[config.mk]
export PLATFORM = sky130hd
export DESIGN_NAME = fxp_resp_reg
export DESIGN_NICKNAME = d
export VERILOG_FILES = /design/src/rtl/fxp_resp_reg.sv
export SDC_FILE = /design/constraint.sdc
export NUM_CORES = 1
export LEC_CHECK = 0
export ABC_AREA = 1
export CAP_MARGIN = 10
export CORE_AREA = 2 2 39 41
export CTS_CLUSTER_SIZE = 25
export DETAILED_ROUTE_END_ITERATION = 8
export DIE_AREA = 0 0 41 43
export DONT_BUFFER_PORTS = 1
export MAX_ROUTING_LAYER = met4
export PLACE_DENSITY = 0.4
export SETUP_SLACK_MARGIN = 0.5
export SLEW_MARGIN = 10
export SYNTH_ARGS = -nofsm -noshare
export SYNTH_HDL_FRONTEND = slang
export SYNTH_SLANG_ARGS = --single-unit
[constraint.sdc]
create_clock -name clk_i -period 1 [get_ports clk_i]
set_input_delay 0.05 -clock clk_i [delete_from_list [all_inputs] [get_ports clk_i]]
set_output_delay 0.05 -clock clk_i [all_outputs]
set_load 0.1 [all_outputs]
[src/rtl/fxp_resp_reg.sv]
module fxp_resp_reg #(
  parameter int unsigned DW = 8
) (
  input  logic          clk_i,
  input  logic          rst_ni,
  input  logic          in_valid_i,
  output logic          in_ready_o,
  input  logic [DW-1:0] in_data_i,
  output logic          out_valid_o,
  input  logic          out_ready_i,
  output logic [DW-1:0] out_data_o
);
  logic          vld_q;
  logic [DW-1:0] data_q;

  assign in_ready_o  = !vld_q || out_ready_i;
  assign out_valid_o = vld_q;
  assign out_data_o  = data_q;

  always_ff @(posedge clk_i or negedge rst_ni) begin
    if (!rst_ni) begin
      vld_q  <= 1'b0;
      data_q <= '0;
    end else if (in_ready_o) begin
      vld_q <= in_valid_i;
      if (in_valid_i) data_q <= in_data_i;
    end
  end


  hold_on_stall_chk: assert property (@(posedge clk_i) disable iff (!rst_ni)
    (out_valid_o && !out_ready_i) |=> (out_valid_o && $stable(out_data_o)));


  accept_to_valid_chk: assert property (@(posedge clk_i) disable iff (!rst_ni)
    (in_valid_i && in_ready_o) |=> out_valid_o);


  drain_chk: assert property (@(posedge clk_i) disable iff (!rst_ni)
    (out_valid_o && out_ready_i && !in_valid_i) |=> !out_valid_o);
endmodule

==> flow_metrics.py, run 1 <==
metrics = {
    "power_and_ir_drop": {
        "total_power_mw": 1.52,
        "power.density_cell_area_mw_per_mm2": 2060,
        "power.static_leakage_nw": 0.351,
        "ir_worst_vdd_mv": 0.750,
    },
    "synth": {
        "synthDistinctLibCells": 6,
        "most_repeated_cell_in_the_gate_level_netlist_after_synthesis": "nand2_1",
        "synth_area_per_cell_um2": 9.43,
        "synth_top_cells_by_count": "17 x nand2_1, 9 x dfrtp_1, 8 x nand3_1, 2 x buf_6, 2 x nand2_2",
        "synth_top_flop_cell": "dfrtp_1",
        "synth_largest_area_cell": "dfrtp_1",
        "ys_top_cells_by_area": "dfrtp_1 61%, nand2_1 17%, nand3_1 11%, buf_6 6.1%, nand2_2 3.4%",
        "syn-num-nets": 51,
        "yosysWarningCount": 0,
        "synthesized_instance_count": 39,
        "synth.yosys.seq_area_share": 0.612,
        "syn_area_um2": 368,
        "synthDominantCellAreaShare": 0.612,
        "synthArstFlopShare": 1.00,
        "postSynthRegisterBits": 9,
        "synth-edff-count": 0,
    },
    "clock_network": {
        "cts.sink_count": 9,
        "cts_hold_buf": 1,
        "cts_tree": "built",
        "clk_pin_slew_worst_paths_ns": 0.06,
        "cts-htree-levels": 1,
        "cts_max_path_buffers": 2,
        "clk_latency_ns": 0.25,
        "cts_root_buffer": "clkbuf_4",
        "tritoncts.num_buffers": 3,
    },
    "die": {
        "chipWidth_um": 41,
        "die_h_um": 43,
        "design.portCount": 22,
        "initial_utilization": 0.266,
        "design.die.area_mm2": 0.00176,
        "coreArea_mm2": 0.00138,
        "rows": 14,
    },
    "route": {
        "vias_per_cell": 4.53,
        "route.vias.total": 340,
        "remaining_drc_errors": 0,
        "avgRoutedWirePerCell_um": 12.8,
        "drt_iter0_markers": 0,
        "drt_first_pass_iters": 1,
        "antenna_left": 0,
        "routed_wirelength_um": 962,
    },
    "timing": {
        "timing_worst_slew_pin_value_ns": 0.432,
        "min_period_over_period": 1.06,
        "rsz0062_at_grt": "true",
        "setup_ws_ns": -0.0568,
        "max_clock_freq_mhz": 946,
        "finClkSkew_ns": 0.000241,
        "min_period_ns": 1.06,
        "finalSetupViolations": 2,
        "final.setup.tns_ns": -0.0846,
        "relSlewSlack": 0.712,
        "worst_hold_slack_ns": -0.210,
        "final_max_slew_viol_count": 0,
        "final_hold_viol_count": 18,
    },
    "outcome": {
        "failed_checks": "hold timing, setup timing",
        "status": "complete, but fails checks",
    },
    "critical_path": {
        "regToRegEndpoint": "out_data_o[0]$_DFFE_PN0P_",
        "timing.critical_path.from": "out_valid_o$_DFFE_PN0P_",
        "timing.critical_path.required_ns": 0.95,
        "cp_data_arrival_time_ns": 1.01,
        "critical_path.endpoint_type": "output port",
        "rrSetupSlack_ns": 0,
        "worst-r2r-cell-count": 5,
        "worstPathMaxFanout": 4,
        "criticalPathCategory": "reg2out",
        "worst_setup_path_endpoint": "in_ready_o",
        "worstSetupStartpointType": "register",
        "r2r_start": "out_valid_o$_DFFE_PN0P_",
    },
    "finish": {
        "utilization": 0.531,
        "area.growth.synth_to_final_pct": 99.7,
        "final_net_count": 72,
        "diodes": 0,
        "post_route_cells_drive_above_1_share": 0.661,
        "final_design_area_no_fill_um2": 734,
    },
    "worst_hold_path": {
        "hold_path_class": "in2async",
    },
    "global_route": {
        "overflow": 0,
        "grt_first_pass_wirelength_um": 1600,
        "grt_start_max_net_pins": 11,
        "grt_antenna_before_repair": 0,
        "global_route_usage_sum": 0.140,
        "grt_pass1_vias": 363,
    },
    "placed_design": {
        "dp_worst_setup_slack_ns": 0.0539,
        "placed_cell_area_um2": 534,
        "io_buf_count": 0,
        "routabilityCongestion": 0.698,
        "hpwlAfterDp_um": 667,
    },
    "flow_run": {
        "count_of_maximum_capacitance_violations": 0,
    },
}
final cells by class:
type	count	area, um^2
timing repair buffer	17	253
tap	16	20.0
sequential	9	259
fill	127	649
inverter	1	3.75
clock buffer	4	26.3
multi-input combinational	28	173
report_power, final:
group          leakage [nW]  switching [mW]  internal, mW
Clock                0.0150           0.122         0.153
Sequential           0.0994          0.0538         0.445
Combinational         0.236           0.482         0.258
routing by layer:
metal / global-route usage / routed length, um / vias to the layer above
li1: - / - / 165
met1: 0.171 / 374 / 160
met2: 0.206 / 502 / 15
met3: 0.0576 / 85 / 0
met4: 0.0400 / 0 / 0
met5: - / 0 / -
sequential cells by signal (all words and copies together), names as in the netlist:
register     flops
out_data_o       8
out_valid_o      1
worst min-delay path by stage:
stage	startpoint	endpoint	cells after the start
4_1_cts	in_data_i[1]	out_data_o[1]$_DFFE_PN0P_	2
3_5_place_dp	rst_ni	out_data_o[7]$_DFFE_PN0P_	0
5_1_grt	rst_ni	out_data_o[5]$_DFFE_PN0P_	1
3_3_place_gp	rst_ni	out_data_o[4]$_DFFE_PN0P_	0
6_report	rst_ni	out_data_o[7]$_DFFE_PN0P_	1
2_1_floorplan	rst_ni	out_data_o[0]$_DFFE_PN0P_	0
layout by cell type, fill, tap and decap left out, drive strengths merged:
| master | Yosys | routed |
|---|---|---|
| clkbuf | 0 | 4 |
| dfrtp | 9 | 9 |
| nand3 | 8 | 8 |
| buf | 2 | 16 |
| dlymetal6s4s | 0 | 1 |
| nand2 | 19 | 20 |
| inv | 1 | 1 |
what timing repair did:
action                                 4_1_cts  5_1_grt
endpoints found under the hold margin       18       18
buffers inserted                             3        1
resized for setup                           30        1
gates cloned                                 1        0
pin swaps                                    2        1
setup endpoints to repair                   19       28
stage by stage:
step	cells	hold slack, ns
after detailed placement	65	-0.245
final	75	-0.210
after CTS	74	-0.0955
after global routing	75	-0.181
after floorplan	39	-0.246
after global placement	65	-0.245
worst max-delay path, stage by stage (launching register included):
cell and delay (ns):
dfrtp_4 0.48, nand2_4 0.09, buf_12 0.17
kinds of logic after synthesis:
group | after synthesis | share of synthesized area
flops | 9 | 0.612
buf+inv | 3 | 0.0714
simple gates | 27 | 0.316
Note: power is estimated with default switching activity, not from simulation.
==> run 2: changes to the inputs <==
- GPL_TIMING_DRIVEN: unset -> 0
- PLACE_DENSITY: 0.4 -> unset
==> run 2 against run 1 <==
The flow still finishes with violations (hold timing, setup timing). Clock-buffer cell count did not move. Global-route usage fell by 0.16 points. Wire length fell by 1.9%. Setup slack got worse by 0.20 ns. Flip-flop and latch count did not move. Utilization fell by 12 points. Worst hold slack got worse by 0.012 ns. Critical path depth did not move. Highest routed layer is now met4.
==> flow_metrics.py, run 2 (synthesized netlist as in run 1, its figures left out) <==
metrics = {
    "outcome": {
        "status": "complete, but fails checks",
        "failed_checks": "hold timing, setup timing",
    },
    "critical_path": {
        "timing.critical_path.required_ns": 0.95,
        "cp_slowest_cell": "dfrtp_4",
        "rrSetupSlack_ns": -0.21,
        "worstPathMaxFanout": 5,
        "r2r_start": "out_valid_o$_DFFE_PN0P_",
        "critical_path.cell_chain": "nand2_4 > buf_12",
        "regToRegEndpoint": "out_data_o[6]$_DFFE_PN0P_",
        "critical_path_buf_inv_count": 1,
        "worst-r2r-cell-count": 5,
        "critical_path.top_delay_family": "flip-flops",
        "worstSetupStartpointType": "register",
        "crit_path_max_incr_delay_ns": 0.62,
        "criticalPathCategory": "reg2out",
        "cp_data_arrival_time_ns": 1.20,
        "critical_path.endpoint_type": "output port",
    },
    "power_and_ir_drop": {
        "p_sw_uw": 637,
        "p_int_uw": 676,
        "ir_worst_vdd_mv": 0.656,
        "power.static_leakage_nw": 0.271,
        "total_power_mw": 1.31,
        "power.density_cell_area_mw_per_mm2": 2310,
        "p_sw_frac": 0.485,
        "power_frac_seq": 0.647,
        "clock_share_of_power": 0.215,
        "p_comb_frac": 0.138,
    },
    "timing": {
        "min_period_ns": 1.25,
        "relSlewSlack": 0.717,
        "final_max_slew_viol_count": 0,
        "finClkSkew_ns": 0.00821,
        "final_hold_viol_count": 17,
        "timing_worst_slew_pin_value_ns": 0.425,
        "rsz0062_at_grt": "true",
        "max_clock_freq_mhz": 797,
        "min_period_over_period": 1.25,
        "worst_hold_slack_ns": -0.222,
        "final.setup.tns_ns": -1.94,
        "finalSetupViolations": 10,
        "setup_ws_ns": -0.255,
    },
    "route": {
        "remaining_drc_errors": 0,
        "routed_wirelength_um": 944,
        "vias_per_cell": 4.69,
        "drt_first_pass_iters": 4,
        "avgRoutedWirePerCell_um": 14.8,
        "route.vias.total": 300,
        "antenna_left": 0,
        "drt_iter0_markers": 4,
    },
    "finish": {
        "filler_cell_count": 145,
        "layout_common_cells": "17 x nand2_1, 9 x dfrtp_4, 8 x nand3_2",
        "final_design_area_no_fill_um2": 568,
        "layout.cells.most_common": "nand2_1",
        "area.growth.synth_to_final_pct": 54.4,
        "post_route_cells_drive_above_1_share": 0.583,
        "final_net_count": 61,
        "area_occupied_by_multi_input_gates_um2": 173,
        "finalNonFillerCells": 64,
        "utilization": 0.410,
        "diodes": 0,
        "largest_reg_flops": 8,
        "ff_latch_area_um2": 259,
    },
    "die": {
        "coreArea_mm2": 0.00138,
        "initial_utilization": 0.266,
        "rows": 14,
        "chipWidth_um": 41,
        "die_h_um": 43,
        "design.die.area_mm2": 0.00176,
        "design.portCount": 22,
    },
    "clock_network": {
        "cts_tree": "built",
        "cts.sink_count": 9,
        "cts_max_path_buffers": 2,
        "clk_pin_slew_worst_paths_ns": 0.07,
        "cts_root_buffer": "clkbuf_4",
        "clk_latency_ns": 0.26,
        "cts_hold_buf": 1,
        "cts-htree-levels": 1,
        "tritoncts.num_buffers": 3,
    },
    "placed_design": {
        "routabilityCongestion": 0.664,
        "place.detailed.instances": 55,
        "io_buf_count": 0,
        "placed_cell_area_um2": 475,
        "dp_worst_setup_slack_ns": -0.178,
        "hpwlAfterDp_um": 583,
    },
    "global_route": {
        "grt_start_max_net_pins": 11,
        "grt_antenna_before_repair": 0,
        "overflow": 0,
        "global_route_usage_sum": 0.138,
        "grt_first_pass_wirelength_um": 1480,
        "grt_pass1_vias": 343,
    },
    "worst_hold_path": {
        "hold_path_class": "in2async",
    },
    "flow_run": {
        "count_of_maximum_capacitance_violations": 0,
    },
}
[run 2: cell count changes in the layout (fill, tap and decap cells not counted), sizes merged]
cell and delta:
buf -11
[run 2: cell type report]
| cell class | count | area share |
|---|---|---|
| Buffer | 2 | 0.0551 |
| Clock buffer | 4 | 0.0463 |
| Inverter | 1 | 0.00661 |
| Multi-Input combinational cell | 28 | 0.304 |
| Sequential cell | 9 | 0.456 |
| Tap cell | 16 | 0.0352 |
| Timing Repair Buffer | 4 | 0.0969 |
[run 2: how the worst max path moves through the flow]
stage	start	end	slack, ns	depth (start not counted)
after floorplan	out_valid_o$_DFFE_PN0P_	out_data_o[0]$_DFFE_PN0P_	-0.13	4
after global placement	out_valid_o$_DFFE_PN0P_	out_data_o[5]$_DFFE_PN0P_	-0.15	4
after detailed placement	out_valid_o$_DFFE_PN0P_	out_data_o[3]$_DFFE_PN0P_	-0.18	4
after CTS	out_valid_o$_DFFE_PN0P_	in_ready_o	-0.27	2
after global routing	out_valid_o$_DFFE_PN0P_	in_ready_o	-0.29	2
final	out_valid_o$_DFFE_PN0P_	in_ready_o	-0.25	2
[run 2: power by group through the flow]
stage	sequential, mW	clock (mW)	combinational (mW)
final	0.850	0.282	0.182
after global routing	0.857	0.312	0.199
after CTS	0.850	0.289	0.183
after detailed placement	0.859	0	0.134
after global placement	0.857	0	0.131
after floorplan	0.848	0	0.119
[run 2: worst register-to-register path, cell delays in order, from the launching register on]
cell and delay [ns]:
dfrtp_4 0.62, nand2_4 0.10, buf_4 0.17, buf_16 0.13, nand3_2 0.05, nand2_1 0.05
[run 2: metal layers]
metal	routed length, um	track usage	vias to the layer above
li1	-	-	141
met1	383	0.152	140
met2	502	0.194	17
met3	50	0.0524	2
met4	8	0.100	0
met5	0	-	-
[run 2: timing repair]
item | 4_1_cts | 5_1_grt
endpoints found under the setup margin | 19 | 28
setup buffers | 2 | 0
hold endpoints to repair | 17 | 17
gates cloned | 2 | 0
resized for setup | 2 | 1
